`config.mk`:
```
export PLATFORM = sky130hd
export DESIGN_NAME = mac_slice
export DESIGN_NICKNAME = d
export VERILOG_FILES = /design/src/rtl/mac_pkg.sv /design/src/rtl/mac_pipe_reg.sv /design/src/rtl/mac_preadd.sv /design/src/rtl/mac_postadd.sv /design/src/rtl/mac_slice.sv
export SDC_FILE = /design/constraint.sdc
export NUM_CORES = 1
export LEC_CHECK = 0
export BUFFER_PORTS_ARGS = -buffer_cell sky130_fd_sc_hd__buf_2
export CAP_MARGIN = 20
export CORE_MARGIN = 5
export CORE_UTILIZATION = 45
export DETAILED_ROUTE_END_ITERATION = 7
export GPL_TIMING_DRIVEN = 0
export MAX_ROUTING_LAYER = met4
export SLEW_MARGIN = 10
export SYNTH_ARGS = -nofsm -noshare
export SYNTH_HDL_FRONTEND = slang
export SYNTH_HIERARCHICAL = 1
export SYNTH_SLANG_ARGS = --single-unit
```
`constraint.sdc`:
```
create_clock -name clk -period 6.58 [get_ports clk]
set_input_delay 0.658 -clock clk [delete_from_list [all_inputs] [get_ports clk]]
set_output_delay 0.658 -clock clk [all_outputs]
set_load 0.01 [all_outputs]
```
`src/rtl/mac_pkg.sv`:
```
package mac_pkg;
  // Z-select encodings (opmode bits 3:2)
  typedef enum logic [1:0] {
    ZS_ZERO  = 2'b00,
    ZS_C     = 2'b01,
    ZS_FB    = 2'b10,
    ZS_C_ALT = 2'b11
  } zsel_e;

  localparam int OPB_PRE_SUB = 1;
  localparam int OPB_PRE_EN  = 4;
endpackage

```
`src/rtl/mac_pipe_reg.sv`:
```
module mac_pipe_reg #(
  parameter int unsigned W   = 18,
  parameter int unsigned USE = 1
) (
  input  logic         clk,
  input  logic         ce,
  input  logic         rst,
  input  logic [W-1:0] d,
  output logic [W-1:0] q
);
  generate
    if (USE != 0) begin : g_reg
      logic [W-1:0] r = '0;
      always_ff @(posedge clk) begin
        if (rst)     r <= '0;
        else if (ce) r <= d;
      end
      assign q = r;
    end else begin : g_thru
      assign q = d;
    end
  endgenerate
endmodule

```
`src/rtl/mac_preadd.sv`:
```
module mac_preadd #(
  parameter int unsigned W = 18
) (
  input  logic         en,
  input  logic         sub,
  input  logic [W-1:0] dv,
  input  logic [W-1:0] bv,
  output logic [W-1:0] y
);
  always_comb begin
    if (!en)      y = bv;
    else if (sub) y = dv - bv;
    else          y = dv + bv;
  end
endmodule

```
`src/rtl/mac_postadd.sv`:
```
module mac_postadd
  import mac_pkg::*;
#(
  parameter int unsigned PW = 48
) (
  input  zsel_e         zsel,
  input  logic [PW-1:0] prod_ext,
  input  logic [PW-1:0] cv,
  input  logic [PW-1:0] fb,
  output logic [PW-1:0] y
);
  logic [PW-1:0] z;
  always_comb begin
    unique case (zsel)
      ZS_ZERO:  z = '0;
      ZS_FB:    z = fb;
      ZS_C,
      ZS_C_ALT: z = cv;
      default:  z = '0;
    endcase
    y = prod_ext + z;
  end
endmodule

```
`src/rtl/mac_slice.sv`:
```
module mac_slice
  import mac_pkg::*;
#(
  parameter int unsigned AW     = 18,
  parameter int unsigned BW     = 18,
  parameter int unsigned PW     = 48,
  parameter int unsigned USE_A0 = 1,
  parameter int unsigned USE_A1 = 1,
  parameter int unsigned USE_B0 = 1,
  parameter int unsigned USE_B1 = 1,
  parameter int unsigned USE_D  = 1,
  parameter int unsigned USE_M  = 1,
  parameter int unsigned USE_P  = 1
) (
  input  logic          clk,
  input  logic [4:1]    opmode,
  input  logic [AW-1:0] a,
  input  logic [BW-1:0] b,
  input  logic [BW-1:0] d,
  input  logic [PW-1:0] c,
  input  logic          ce_a,
  input  logic          ce_b,
  input  logic          ce_d,
  input  logic          ce_m,
  input  logic          ce_p,
  input  logic          rst_a,
  input  logic          rst_b,
  input  logic          rst_d,
  input  logic          rst_m,
  input  logic          rst_p,
  output logic [PW-1:0] p
);
  localparam int unsigned MW = AW + BW;
  localparam int unsigned XW = PW - MW;

  logic [AW-1:0] a0_q, a1_q;
  logic [BW-1:0] b0_q, pre_y, b1_q, d_q;
  logic signed [MW-1:0] prod;
  logic [MW-1:0] m_q;
  logic [PW-1:0] m_ext, sum, p_q, fb;
  zsel_e zsel;

  // A path: two stages sharing enable and reset
  mac_pipe_reg #(.W(AW), .USE(USE_A0)) u_a0 (.clk(clk), .ce(ce_a), .rst(rst_a), .d(a),    .q(a0_q));
  mac_pipe_reg #(.W(AW), .USE(USE_A1)) u_a1 (.clk(clk), .ce(ce_a), .rst(rst_a), .d(a0_q), .q(a1_q));

  // B path: B0, pre-adder, B1; D feeds the pre-adder
  mac_pipe_reg #(.W(BW), .USE(USE_B0)) u_b0 (.clk(clk), .ce(ce_b), .rst(rst_b), .d(b), .q(b0_q));
  mac_pipe_reg #(.W(BW), .USE(USE_D))  u_d  (.clk(clk), .ce(ce_d), .rst(rst_d), .d(d), .q(d_q));

  mac_preadd #(.W(BW)) u_pre (
    .en (opmode[OPB_PRE_EN]),
    .sub(opmode[OPB_PRE_SUB]),
    .dv (d_q),
    .bv (b0_q),
    .y  (pre_y)
  );

  mac_pipe_reg #(.W(BW), .USE(USE_B1)) u_b1 (.clk(clk), .ce(ce_b), .rst(rst_b), .d(pre_y), .q(b1_q));

  // Signed multiply and product stage
  assign prod = $signed(a1_q) * $signed(b1_q);
  mac_pipe_reg #(.W(MW), .USE(USE_M)) u_m (.clk(clk), .ce(ce_m), .rst(rst_m), .d(prod), .q(m_q));
  assign m_ext = {{XW{m_q[MW-1]}}, m_q};

  // Post-adder with Z select; feedback only exists when P is registered
  assign zsel = zsel_e'(opmode[3:2]);
  generate
    if (USE_P != 0) begin : g_fb
      assign fb = p_q;
    end else begin : g_nofb
      assign fb = '0;
    end
  endgenerate

  mac_postadd #(.PW(PW)) u_post (
    .zsel    (zsel),
    .prod_ext(m_ext),
    .cv      (c),
    .fb      (fb),
    .y       (sum)
  );

  mac_pipe_reg #(.W(PW), .USE(USE_P)) u_p (.clk(clk), .ce(ce_p), .rst(rst_p), .d(sum), .q(p_q));
  assign p = p_q;
endmodule

```
==> flow_summary.ini <==
[outcome]
status = complete, no violations

[worst_setup_path]
start_kind = register
critPathArrivalTime_ps = 6920
slowest_stage = fa_1
worstSetupPathType = register to register
crit_top_cell = fa_1
end_kind = register
slowest_delay_ps = 590
cp_cell_sequence = buf_8 > buf_4 > nand2_1 > fa_1 > inv_1 > fa_1 > fa_1 > fa_1 > fa_1 > fa_1 > ha_4 > a21o_1 > a21o_1 > a32o_2 > o31a_1 > o21a_4 > a211o_1 > a2111o_1 > o211ai_2 > mux2i_1 > nor2_1
path_buf_inv = 3
worstPathRequired_ps = 7000
critPathMaxFanout = 6
crit_family = adder cells

[synth]
synth_area_mm2 = 0.0227
synth_top_family_by_area = adder cells
syn_nets = 3110
synth_warnings = 6
syn_area_per_cell_um2 = 9.08
synth-simple-area-share_pct = 14.7
yosysUniqueCellTypes = 74
async_reset_ff_share_pct = 0
synthFlopType = dfxtp_1
ys_seq_area_share_pct = 15.3
synth_seq_cells = 174
synth_xor_area_share_pct = 4.47
synth_fa_ha_area_share_pct = 37.8
syn_inst = 2504
synth_edf_count = 0
synth_mux_area_share_pct = 8.19
synth_compound_area_share_pct = 10.1

[global_routing]
grt.total_usage_pct = 22.6
grt_max_degree = 17
grt_antenna_before_repair = 0
overflow = 0
grt_pass1_vias = 18300
grt_pass1_wl_um = 98200

[placed_design]
dpl_cell_area_mm2 = 0.0243
hpwl_um = 49500
dp_cells = 3328
port_buffers = 152
place.gp.congestion = 0.946

[cells_and_area]
diodes = 0
layout.nets = 3311
drive_gt1_share_pct = 14.5
design_area_mm2 = 0.0258
fin_cells = 3390
final_core_util_pct = 51.5
area_growth_syn_to_layout_pct = 13.4

[detailed_routing]
ant_nets = 0
drt-total-wl_um = 59900
wl_per_cell_um = 17.7
routed_via_density = 5.13
drt-initial-drc-count = 932
drcViolationCount = 0
drtPass1Iterations = 5
vias = 17400

[sta]
final_hold_viol_count = 0
finalSetupViolCount = 0
tightest_slew_ps = 667
max_freq_mhz = 154
grt_setup_unrepaired = true
slew_headroom_pct = 55.6
finalCritPeriodShare_pct = 98.8
fin_tns_setup_ps = 0
skew_ps = 11.2
finalCriticalPeriod_ps = 6500
holdWs_ps = 408
slew_violations = 0

[min_path]
hold_path_class = input pin to register

[floorplanning]
fp.dieH_um = 235
core_mm2 = 0.0501
dieArea_mm2 = 0.0551
io_pins = 165
start_util_pct = 45.4
rows = 82
fp.dieW_um = 235

[clocking]
cts_tree = built
cts_made_buffers = 17
max-clock-path-buffers = 2
clock_latency_ps = 490
cts_sinks = 174
htree_levels = 4
path_clk_slew_ps = 60
cts_hold_buffers = 0
root_buffer = clkbuf_16

[power_and_ir_drop]
p_leak_uw = 0.0131
p_per_area_mw_per_mm2 = 147
vdd_ir_drop_max_v = 0.000186

[flow_run]
max_cap_viol_count = 0
## stage by stage
stage / power (uW) / worst slack (ps)
global route: 4040 / -71.3
global placement: 2680 / -845
floorplan: 2280 / 213
detailed placement: 2690 / -920
finish: 3790 / 75.7
CTS: 3790 / -43.6
## worst paths after layout
kind                            depth (start not counted)       from        end  slack [ps]
worst min register to register                          2  u_a0/q[8]  u_a0/q[8]         500
worst max register to register                         21  u_a1/q[6]  u_m/q[35]          80
worst min-delay path                                    3      d[17]  u_d/q[17]         410
worst max-delay path                                   21  u_a1/q[6]  u_m/q[35]          80
## cell families after synthesis
group | after synthesis
XOR/XNOR | 116
multiplexers | 185
AND/OR/NAND/NOR | 709
AO/OA/AOI/OAI | 334
flip-flops | 174
adder cells (fa/ha/maj) | 489
buffers and inverters | 497
## what timing repair did
item	4_1_cts	5_1_grt
setup buffers	2	35
endpoints found under the hold margin	0	0
gates resized for setup	140	87
pin swaps	0	22
setup endpoints to repair	16	10
## metal layers
layer	vias up	wire length [um]	share of wire [%]	GRT usage, %
li1	8401	-	-	-
met1	8440	27500	46	29.8
met2	455	28300	47	36.8
met3	78	2860	4.8	3.74
met4	0	1260	2.1	5.79
met5	-	0	0	-
## worst register-to-register path: stages, from the launching register on
cell and delay (ps):
dfxtp_4 420, buf_8 140, buf_4 140, nand2_1 70, fa_1 540, inv_1 60
fa_1 590, fa_1 480, fa_1 590, fa_1 470, fa_1 580, ha_4 230
a21o_1 190, a21o_1 180, a32o_2 230, o31a_1 320, o21a_4 230, a211o_1 300
a2111o_1 400, o211ai_2 80, mux2i_1 90, nor2_1 120
## cells in the final DEF, fill, tap and decap left out, drive strengths merged, types with 21 or more instances in the layout
cell | synthesis | routed
nand2 | 212 | 212
a22o | 48 | 48
mux2i | 176 | 176
ha | 158 | 158
inv | 390 | 389
and2 | 167 | 167
dfxtp | 174 | 174
xnor2 | 91 | 91
nor2b | 21 | 21
nor2 | 230 | 230
clkbuf | 69 | 66
o21ai | 47 | 47
a21o | 45 | 45
a21oi | 100 | 100
xor2 | 25 | 25
buf | 38 | 244
fa | 331 | 331
## sequential cells by signal, summed over array words and instances (netlist names)
signal	count
u_p/q	48
u_m/q	36
u_d/q	18
u_b0/q	18
u_b1/q	18
u_a1/q	18
u_a0/q	18
## where the power goes
group          total (uW)  switching [uW]  leakage (uW)  internal (uW)
Clock                1040             455      0.000280            581
Combinational        1490             826        0.0114            662
Sequential           1260             124       0.00145           1140
Total                3790            1410        0.0131           2380
## cell type report
| type | count | area [um2] |
|---|---|---|
| timing repair buffer | 189 | 1050 |
| tap | 672 | 841 |
| buffer | 100 | 908 |
| inverter | 390 | 1470 |
| fill | 4842 | 24300 |
| clock buffer | 21 | 460 |
| sequential | 174 | 3610 |
| clock inverter | 11 | 135 |
| multi-input combinational | 1833 | 17300 |
## synth_stat cells, types with 8 or more instances
master	instances	area (um2)
inv_1	390	1460
fa_1	331	6630
nor2_1	228	856
nand2_1	212	796
mux2i_1	176	1760
dfxtp_1	174	3480
and2_1	167	1040
ha_1	158	1980
a21oi_1	99	495
xnor2_1	91	797
clkbuf_1	64	240
a22o_1	48	420
a21o_1	45	338
o21ai_0	31	155
xor2_1	25	219
nor2b_1	21	131
a31oi_1	15	93.8
nor3_1	15	75.1
o21bai_1	15	113
and3_1	14	87.6
nand3_1	14	70.1
o21ai_1	14	70.1
o21a_1	13	97.6
buf_2	12	60.1
buf_12	11	220
nand4_1	11	68.8
nand2b_1	10	62.6
mux2_2	9	101
buf_6	8	90.1
No activity file was read; power rests on OpenSTA's default activity.
